File: config.mk
export PLATFORM = sky130hd
export DESIGN_NAME = ioport_xlate
export DESIGN_NICKNAME = d
export VERILOG_FILES = /design/src/rtl/ioport_xlate.sv
export SDC_FILE = /design/constraint.sdc
export NUM_CORES = 1
export LEC_CHECK = 0
export BUFFER_PORTS_ARGS = -buffer_cell sky130_fd_sc_hd__buf_2
export CORE_MARGIN = 5
export CORE_UTILIZATION = 35
export DETAILED_ROUTE_END_ITERATION = 8
export HOLD_SLACK_MARGIN = 0.06
export PLACE_DENSITY = 0.64
export REMOVE_ABC_BUFFERS = 1
export SLEW_MARGIN = 10
export SYNTH_ARGS = -nofsm -noshare
export SYNTH_HDL_FRONTEND = slang
export SYNTH_SLANG_ARGS = --single-unit
File: constraint.sdc
create_clock -name clk -period 8.3 [get_ports clk]
set_clock_uncertainty 0.15 [all_clocks]
set_input_delay 0 -clock clk [delete_from_list [all_inputs] [get_ports clk]]
set_output_delay 0 -clock clk [all_outputs]
set_load 0.01 [all_outputs]
File: src/rtl/ioport_xlate.sv
module ioport_xlate #(
  parameter int PORT_W = 16,
  parameter int WIN    = 4
) (
  input  logic                clk,
  input  logic                rst_n,
  input  logic                req_valid,
  output logic                req_ready,
  input  logic [PORT_W-1:0]   req_port,
  input  logic                req_wide,
  input  logic                req_write,
  input  logic [15:0]         req_wdata,
  output logic                rsp_valid,
  output logic                rsp_err,
  output logic [15:0]         rsp_rdata,
  output logic                bus_valid,
  output logic [PORT_W+1:0]   bus_offset,
  output logic                bus_half,
  output logic                bus_write,
  output logic [15:0]         bus_wdata,
  input  logic                bus_done,
  input  logic [15:0]         bus_rdata,
  input  logic                cfg_we,
  input  logic [$clog2(WIN)-1:0] cfg_idx,
  input  logic [PORT_W-1:0]   cfg_base,
  input  logic [PORT_W-1:0]   cfg_limit,
  input  logic [1:0]          cfg_class
);
  localparam int IDX_W = $clog2(WIN);
  localparam int OFS_W = PORT_W + 2;

  typedef enum logic [1:0] {ST_IDLE, ST_BUS, ST_RESP} st_t;

  st_t                st;
  logic [PORT_W-1:0]  w_base [WIN];
  logic [PORT_W-1:0]  w_lim  [WIN];
  logic [1:0]         w_cls  [WIN];

  logic               p_v;
  logic [IDX_W-1:0]   p_idx;
  logic [PORT_W-1:0]  p_base, p_lim;
  logic [1:0]         p_cls;

  logic [OFS_W-1:0]   b_ofs;
  logic               b_half, b_write, b_hi, b_wide;
  logic [15:0]        b_wdata;
  logic               r_err;
  logic [15:0]        r_data;

  logic               hit;
  logic [1:0]         cls;
  logic               odd, bad, d_half, d_hi;
  logic [OFS_W-1:0]   ofs8, ofs16, d_ofs;
  logic [15:0]        d_wdata;
  logic               accept;

  always_comb begin
    hit = 1'b0;
    cls = 2'b00;
    for (int i = WIN - 1; i >= 0; i--) begin
      if (req_port >= w_base[i] && req_port <= w_lim[i]) begin
        hit = 1'b1;
        cls = w_cls[i];
      end
    end
  end

  assign odd   = req_port[0];
  assign ofs8  = {req_port, 2'b00};
  assign ofs16 = {1'b0, req_port[PORT_W-1:1], 2'b00};
  assign bad   = !hit || cls == 2'b11 || (req_wide && (odd || cls == 2'b00));

  always_comb begin
    d_ofs  = ofs16;
    d_half = 1'b0;
    d_hi   = 1'b0;
    case (cls)
      2'b00: d_ofs = ofs8;
      2'b01: begin
        d_half = req_wide | odd;
        d_hi   = !req_wide & odd;
      end
      2'b10: begin
        d_ofs  = ofs16 | {{(OFS_W-1){1'b0}}, !req_wide & odd};
        d_half = req_wide;
        d_hi   = !req_wide & odd;
      end
      default: ;
    endcase
  end

  assign d_wdata = req_wide ? req_wdata :
                   d_hi     ? {req_wdata[7:0], 8'h00} : {8'h00, req_wdata[7:0]};

  assign req_ready = st == ST_IDLE && !p_v;
  assign accept    = req_valid && req_ready;
  assign bus_valid = st == ST_BUS;
  assign rsp_valid = st == ST_RESP;
  assign bus_offset = b_ofs;
  assign bus_half   = b_half;
  assign bus_write  = b_write;
  assign bus_wdata  = b_wdata;
  assign rsp_err    = r_err;
  assign rsp_rdata  = r_data;

  always_ff @(posedge clk) begin
    if (!rst_n) begin
      p_v    <= 1'b0;
      p_idx  <= '0;
      p_base <= '0;
      p_lim  <= '0;
      p_cls  <= 2'b00;
      for (int i = 0; i < WIN; i++) begin
        w_base[i] <= '1;
        w_lim[i]  <= '0;
        w_cls[i]  <= 2'b00;
      end
    end else begin
      if (st == ST_IDLE && p_v) begin
        w_base[p_idx] <= p_base;
        w_lim[p_idx]  <= p_lim;
        w_cls[p_idx]  <= p_cls;
        p_v           <= 1'b0;
      end
      if (cfg_we) begin
        p_v    <= 1'b1;
        p_idx  <= cfg_idx;
        p_base <= cfg_base;
        p_lim  <= cfg_limit;
        p_cls  <= cfg_class;
      end
    end
  end

  always_ff @(posedge clk) begin
    if (!rst_n) begin
      st      <= ST_IDLE;
      b_ofs   <= '0;
      b_half  <= 1'b0;
      b_write <= 1'b0;
      b_hi    <= 1'b0;
      b_wide  <= 1'b0;
      b_wdata <= '0;
      r_err   <= 1'b0;
      r_data  <= '0;
    end else begin
      case (st)
        ST_IDLE: if (accept) begin
          if (bad) begin
            r_err  <= 1'b1;
            r_data <= 16'hffff;
            st     <= ST_RESP;
          end else begin
            b_ofs   <= d_ofs;
            b_half  <= d_half;
            b_write <= req_write;
            b_hi    <= d_hi;
            b_wide  <= req_wide;
            b_wdata <= d_wdata;
            st      <= ST_BUS;
          end
        end
        ST_BUS: if (bus_done) begin
          r_err  <= 1'b0;
          r_data <= b_wide ? bus_rdata :
                    b_hi   ? {8'h00, bus_rdata[15:8]} : {8'h00, bus_rdata[7:0]};
          st     <= ST_RESP;
        end
        default: st <= ST_IDLE;
      endcase
    end
  end
endmodule


==> results of run 1 <==
Yosys cell counts, drive strengths merged, types with 3 or more instances:
cell and n:
a21oi 50, mux2i 73, a21o 22, buf 9, nor2 14, mux2 8
nand3 18, o21ai 19, nand2b 71, and2 76, a221oi 3, nor3 10
o211ai 6, a21boi 3, clkbuf 36, o21a 4, a22o 23, nand2 97
edfxtp 136, ha 132, o221a 8, nor2b 46, inv 128, nand4 20
a211oi 7, a22oi 3, dfxtp 93, o211a 9
cell usage in the layout, fill, tap and decap left out, types with 3 or more instances in the layout:
| cell | instances |
|---|---|
| a211oi_1 | 5 |
| a22o_1 | 23 |
| a21o_1 | 22 |
| mux2i_1 | 73 |
| nor2b_1 | 46 |
| clkbuf_8 | 3 |
| clkinv_2 | 6 |
| nand3_1 | 18 |
| and2_1 | 75 |
| o221a_2 | 4 |
| buf_4 | 11 |
| edfxtp_1 | 136 |
| inv_1 | 128 |
| dlygate4sd3_1 | 159 |
| nand4_1 | 20 |
| bufinv_16 | 4 |
| o211ai_1 | 6 |
| o21a_1 | 4 |
| clkinv_1 | 5 |
| nor3_1 | 9 |
| o21ai_0 | 17 |
| nand2b_1 | 70 |
| clkbuf_1 | 3 |
| o221a_1 | 4 |
| ha_1 | 132 |
| a221oi_1 | 3 |
| mux2_2 | 8 |
| nand2_1 | 96 |
| dfxtp_1 | 93 |
| buf_2 | 144 |
| a21oi_1 | 50 |
| clkbuf_16 | 27 |
| nor2_1 | 14 |
| o211a_1 | 9 |
worst register-to-register path, stage by stage (launching register included):
cell and delay [ns]:
edfxtp_1 0.33, inv_1 0.05, ha_1 0.30, nand4_1 0.25
or4_1 0.59, a21boi_1 0.39, nor2b_1 0.13, a22oi_1 0.23
a21o_1 0.20, ha_1 0.71, nand2b_1 0.65, a22o_1 0.37
dlygate4sd3_1 0.57, nand2_1 0.07, dlygate4sd3_1 0.57, mux2i_1 0.07
dlygate4sd3_1 0.60
metal layers:
| layer | global-route usage, % | vias up | share of wire, % |
|---|---|---|---|
| li1 | - | 4592 | - |
| met1 | 21.1 | 4443 | 44 |
| met2 | 28.8 | 245 | 48 |
| met3 | 2.32 | 64 | 5.2 |
| met4 | 4.65 | 0 | 3.2 |
| met5 | 0 | - | 0 |
repair_timing:
item	in CTS	in global routing
hold endpoints to repair	91	0
hold buffers	159	0
setup endpoints to repair	0	0
registers in the layout (all words and copies together), names as in the netlist:
| register | flops |
|---|---|
| rsp_rdata | 16 |
| b_hi | 1 |
| p_v | 1 |
| bus_wdata | 16 |
| w_base | 64 |
| p_idx | 2 |
| st | 2 |
| w_lim | 64 |
| rsp_err | 1 |
| b_wide | 1 |
| bus_offset | 17 |
| p_lim | 16 |
| p_cls | 2 |
| w_cls | 8 |
| bus_half | 1 |
| bus_write | 1 |
| p_base | 16 |
stage by stage:
stage          setup WS, ns  instances  cell area (µm²)  hold WS (ns)  power (W)
6_report               1.96       1919            16000        0.0762    0.00288
5_1_grt                1.63       1919            16000        0.0907    0.00300
4_1_cts                2.03       1919            16000        0.0652    0.00291
3_5_place_dp           3.35       1710            13500         0.115    0.00161
3_3_place_gp           3.56       1710            13500         0.105    0.00160
2_1_floorplan          4.42       1100            12100       -0.0325    0.00147
how the worst min path moves through the flow:
stage | end | slack, ns | cells after the start
finish | p_v | 0.08 | 3
global placement | p_lim[6] | 0.11 | 3
global route | p_v | 0.09 | 3
detailed placement | p_base[5] | 0.11 | 3
floorplan | p_v | -0.03 | 1
CTS | p_v | 0.07 | 3
cells by family after synthesis:
kind of cell | after synthesis
DFF | 229
muxes | 81
adders and majority gates | 132
AOI/OAI and AO/OA | 168
and+or+nand+nor | 361
buffers and inverters | 173
other | 1
power breakdown:
group / internal (W) / switching, W
sequential: 0.00125 / 0.0000283
combinational: 0.000186 / 0.000194
clock: 0.000745 / 0.000476
layout make-up:
class	instances	share of cell area [%]
multi-input cells	743	35.5
flip-flops and latches	229	37.2
clock buffers	33	4.55
repair buffers	314	15.0
clock inverters	17	1.17
inverters	128	3.01
well taps	455	3.56
==> results.md, run 1 <==
- Final critical-path share of the clock period: 76.4%
- IO Port Bufs: around 150
- Yosys reg bits: between 200 and 250
- Startpoint Class: flop
- CTS tree: built
- Leakage Power: approximately 7.5 nW
- Clk slew on worst S/H paths: 0.06 ns
- Final hold violation count: 0
- Number of synthesized flops with an enable pin: 136
- Clk buf depth: 3
- Unrepaired setup endpoints after global routing: false
- Most common cell on crit path: dlygate4sd3_1
- Clock latency on the worst-skew pair: around 0.54 ns
- CP max FO: 18
- DRT iter0 DRCs: 508
- Async SR Flop Fraction: 0%
- Post-synthesis sequential area ratio: about half
- Synth warn: 0
- Clock net sink count: 229
- Crit-path max cell delay: 0.71 ns
- Post-synth top area cell: edfxtp_1
- Critical path's top delay family: buffers and inverters
- Top-Level Pins: between 100 and 150
- Max-slew violations: 0
- Setup TNS: 0 ns
- Max rail drop VDD: about 150 µV
- Standard-cell rows: 68
- Area of the multi-input gates: 5680 µm²
- Crit path launch: w_lim[2][14]
- Num CTS Buffers: 27
- Max Cap Viol: 0
- Simple-gate share of the synthesized area: 16.0%
- Pwr dens: between 150 and 200 nW/µm²
- Post-Synth XOR/XNOR Area: 0%
- Vias/cell: between 4 and 5
- Mux share of post-synthesis cell area: around 6.7%
- Worst slew pin tran: roughly 1.2 ns
- Post-Synth Adder-Cell Area: a little over an eighth
- Register Area: about 5900 µm²
- Synthesized area per cell: ~11 µm²
- Worst R2R Setup Slack: 1.96 ns
- Reg-to-Reg End: bus_offset[8]
- Number of global-route vias before repair: 9468
- R2R depth: 16
- Setup repair bufs after CTS: 0
- Max frequency: 158 MHz
- Post_cts resized: 0
- WP buf/inv: 4
- Worst hold start: cfg_we
- Routability cong.: 0.844
- Fillers: 3200
- Final Core Density: between 40 and 50%
- Pin count of the biggest net entering global routing: 84
- Top cell type's share of synthesized area: 33.2%
- Die Ht: approximately 200 µm
- Critical Path Sink Type: flop
- Ys flop type: edfxtp_1
- Crit path cell chain: inv_1 > ha_1 > nand4_1 > or4_1 > a21boi_1 > nor2b_1 > a22oi_1 > a21o_1 > ha_1 > nand2b_1 > a22o_1 > dlygate4sd3_1 > nand2_1 > dlygate4sd3_1 > mux2i_1 > dlygate4sd3_1
- Synth Cell Area: around 12000 µm²
- Crit path capture: bus_offset[8]
- Core Box Area: around 35000 µm²
- Global-route wire length before repair: 51300 µm
- Worst Hold Class: input port to flop
- Chip Width: 197 µm
- DRT antenna net count: 0
- WP data required: 8.58 ns
- Initial antenna violation count: 0
- Final setup fails: 0
- Instance count on the critical path: 16
- Unique cell type count in the Yosys netlist: between 50 and 60
- Starting density of the core: between 30 and 40%
- Crit path kind: flop to flop
- Run status: finished clean
- Cell chosen for the clock root: clkbuf_16
- Post-DP HPWL: 21500 µm
- Arrival time worst endpoint: between 6 and 7 ns
- Share of cells above drive strength 1: around 15%
- Rel. slew slack: 22.4%
- Area growth syn-to-layout: 30.1%
- Post-Syn Instances: 1145
- Via total after detailed routing: roughly 9300
- GR Overflow Total: 0
- TritonRoute pass-1 iters: 5
- H-tree depth: 1
- Synth Area in Compound Gates: ~10%
- Die area: approximately 39000 µm²
- Layout Nets: ~1700
- Area contributors post-synth: edfxtp_1, dfxtp_1, ha_1, mux2i_1, inv_1
- Routed WL per cell: around 17 µm
- Slowest cell on crit path: ha_1
- Worst reg2reg startpoint: w_lim[2][14]
- WL final: roughly 32000 µm
- Largest family of logic cells by synthesized area: simple AND/OR/NAND/NOR gates
- Fin crit period: about 6.3 ns
- Diode count: 0
- DRC: 0
- Gr usage total: between 10% and 20%
(Power assumes the default switching activity.)
==> run 2, diff against run 1 <==
--- a/config.mk
+++ b/config.mk
@@ -5,6 +5,7 @@
 export SDC_FILE = /design/constraint.sdc
 export NUM_CORES = 1
 export LEC_CHECK = 0
+export ABC_AREA = 1
 export BUFFER_PORTS_ARGS = -buffer_cell sky130_fd_sc_hd__buf_2
 export CORE_MARGIN = 5
 export CORE_UTILIZATION = 35
==> constraint.sdc (replaced) <==
create_clock -name clk -period 6.05 [get_ports clk]
set_clock_uncertainty 0.15 [all_clocks]
set_input_delay 0 -clock clk [delete_from_list [all_inputs] [get_ports clk]]
set_output_delay 0 -clock clk [all_outputs]
set_load 0.01 [all_outputs]
==> results.md, run 2 <==
- Run status: finished clean
- Rel. slew slack: 44.5% (+22 points)
- Worst slew pin tran: 0.833 ns (-0.327 ns)
- Routed WL per cell: 15.2 µm (-9.8%)
- Placed cells: 1986 (+16%)
- Number of global-route vias before repair: 11058 (+17%)
- Startpoint Class: input port
- Clock net sink count: 229 (unchanged)
- Count leader, synth: nand2_1
- Max rail drop VDD: 175 µV (+14%)
- Top cell type's share of synthesized area: 33.4% (+0.12 points)
- WL final: 34400 µm (+6.2%)
- Final Power: 0.00391 W (+36%)
- CTS tree: built
- Most common cell on crit path: nand2_1
- Unrepaired setup endpoints after global routing: false
- Fin crit period: roughly 5.2 ns
- Gr usage total: 17.4% (+1.0 points)
- Synthesized area per cell: 8.63 µm² (-20%)
- Num CTS Buffers: 26 (-3.7%)
- Cell chosen for the clock root: clkbuf_16
- Clk buf depth: 3 (unchanged)
- Slowest cell on crit path: dlygate4sd3_1
- TritonRoute pass-1 iters: 7 (+2)
- Number of synthesized flops with an enable pin: 136 (unchanged)
- Setup TNS: 0 ns (unchanged)
- Vias/cell: 4.73 (-2.8%)
- Crit path kind: input port to flop
- Area growth syn-to-layout: 35.1%
- Pin count of the biggest net entering global routing: 74 (-12%)
- DRC: 0 (unchanged)
- Synth warn: 0 (unchanged)
- Critical Path Sink Type: flop
- Share of cells above drive strength 1: 12.6% (-2.4 points)
- Clock latency on the worst-skew pair: 0.52 ns (-0.02 ns)
- Max Cap Viol: 0 (unchanged)
- IO Port Bufs: 145 (unchanged)
- Post-Syn Instances: 1418 (+24%)
- Post-synth top area cell: edfxtp_1
- Hold Slack: 0.301 ns (+0.224 ns)
- Clk slew on worst S/H paths: 0.06 ns (about the same)
- Routability cong.: 0.832 (-1.4%)
- Core Box Area: 34500 µm² (-0.25%)
- GR Overflow Total: 0 (unchanged)
- Leading cell type in the layout, fill and taps excluded: nand2_1
- Commonest cells after routing, fill and taps aside: nand2_1, inv_1, dlygate4sd3_1, buf_2, a21oi_1
- Pwr dens: 236 nW/µm² (+31%)
- Final setup fails: 0 (unchanged)
- WP data required: 6.31 ns (-2.27 ns)
- DRT iter0 DRCs: 676 (+33%)
- Synth Cell Area: 12200 µm² (-0.37%)
- Max-slew violations: 0 (unchanged)
- Post-DP HPWL: 22700 µm (+5.3%)
- Starting density of the core: 35.4% (-0.043 points)
- Top-Level Pins: 147 (unchanged)
- Final Non-Filler Cells: 2260 (+18%)
- Chip Width: 197 µm (-0.17%)
- Final Core Density: 47.9% (+1.7 points)
- Die Ht: 197 µm (-0.17%)
- Arrival time worst endpoint: 5.42 ns (-1.20 ns)
- Layout Nets: 2007 (+20%)
- Final critical-path share of the clock period: roughly 85%
- Initial antenna violation count: 1 (+1)
- DRT antenna net count: 0 (unchanged)
- H-tree depth: 1 (unchanged)
- Setup repair bufs after CTS: 0 (unchanged)
- CP max FO: 30 (+12)
- Global-route wire length before repair: 55400 µm (+8.1%)
- Leakage Power: 7.88 nW (+5.0%)
- Final hold violation count: 0 (unchanged)
- Max frequency: 194 MHz
- Top post-synthesis cells by count: nand2_1, inv_1, a21oi_1
- Area contributors post-synth: edfxtp_1, dfxtp_1, ha_1, nand2_1, inv_1
- Via total after detailed routing: 10693 (+14%)
- Ys flop type: edfxtp_1
- Post-synthesis sequential area ratio: 48.6% (+0.18 points)
- Unique cell type count in the Yosys netlist: 38 (-32%)
- Crit-path max cell delay: 0.62 ns (-0.09 ns)
- Async SR Flop Fraction: 0% (unchanged)
- Worst Hold Class: flop to flop
- Standard-cell rows: 68 (unchanged)
- Die area: 38800 µm² (-0.35%)
- Fillers: 3207 (+0.22%)
- Yosys reg bits: 229 (unchanged)
-- run 2: cell count changes in the layout (fill, tap and decap cells not counted), sizes merged, moves of 15 or more --
cell / before / now
nand2b: 71 / 0
a21oi: 50 / 144
a22o: 23 / 8
mux2i: 73 / 1
nor2: 14 / 128
o21ai: 19 / 59
and2: 76 / 0
a21o: 22 / 4
inv: 129 / 269
dlygate4sd3: 159 / 225
nor2b: 46 / 0
nand2: 97 / 313
-- run 2: final cells by class --
cell class	count	area (µm²)	share of cell area [%]
clock buffers	40	817	4.94
well taps	455	569	3.44
multi-input cells	875	5060	30.6
diodes	1	2.50	0.0151
clock inverters	8	65.1	0.393
repair buffers	381	3060	18.5
inverters	271	1020	6.16
flip-flops and latches	229	5950	36.0
-- run 2: through the flow --
step	area, µm²	worst slack (ns)
6_report	16500	0.887
3_3_place_gp	13400	1.66
5_1_grt	16500	0.310
4_1_cts	16500	1.00
2_1_floorplan	12000	1.76
3_5_place_dp	13400	1.56
-- run 2: cells by family after synthesis --
logic type / after synthesis / synth area share, %
compound gates: 247 / 10.9
buf+inv: 314 / 10.2
fa+ha+maj: 132 / 13.5
other cells: 1 / 0.0306
flops: 229 / 48.6
simple gates: 494 / 16.7
mux: 1 / 0.0818
-- run 2: worst max-delay path: cells and delay by family --
kind	cells	cell delay, ns
adder cells (fa/ha/maj)	2	0.52
AO/OA/AOI/OAI	5	0.46
buffers and inverters	9	3.17
AND/OR/NAND/NOR	14	1.22
-- run 2: final timing paths --
check	depth (start not counted)	to	slack [ns]	start
setup / recovery	30	bus_wdata[0]	0.89	req_port[0]
hold / removal	2	rsp_err	0.30	rsp_err
setup reg to reg	25	bus_wdata[0]	0.89	w_lim[3][13]
hold reg to reg	2	rsp_err	0.30	rsp_err
-- run 2: power by group --
| group | total (W) | leakage, nW | switching, W | internal [W] |
|---|---|---|---|---|
| logic | 0.000570 | 5.46 | 0.000324 | 0.000246 |
| registers | 0.00174 | 1.98 | 0.0000222 | 0.00172 |
| clock network | 0.00159 | 0.446 | 0.000626 | 0.000969 |
| total | 0.00391 | 7.88 | 0.000973 | 0.00293 |
-- run 2: routing by layer --
layer	GRT usage, %	wire length, µm	up-vias
met4	6.96	1270	0
li1	-	-	5341
met5	0	0	-
met3	1.85	1360	95
met1	21.0	14300	5001
met2	31.8	17500	256
-- run 2: repair_timing --
action,CTS,global route
hold endpoints to repair,93,0
hold buffers,225,0
resized for setup,0,0
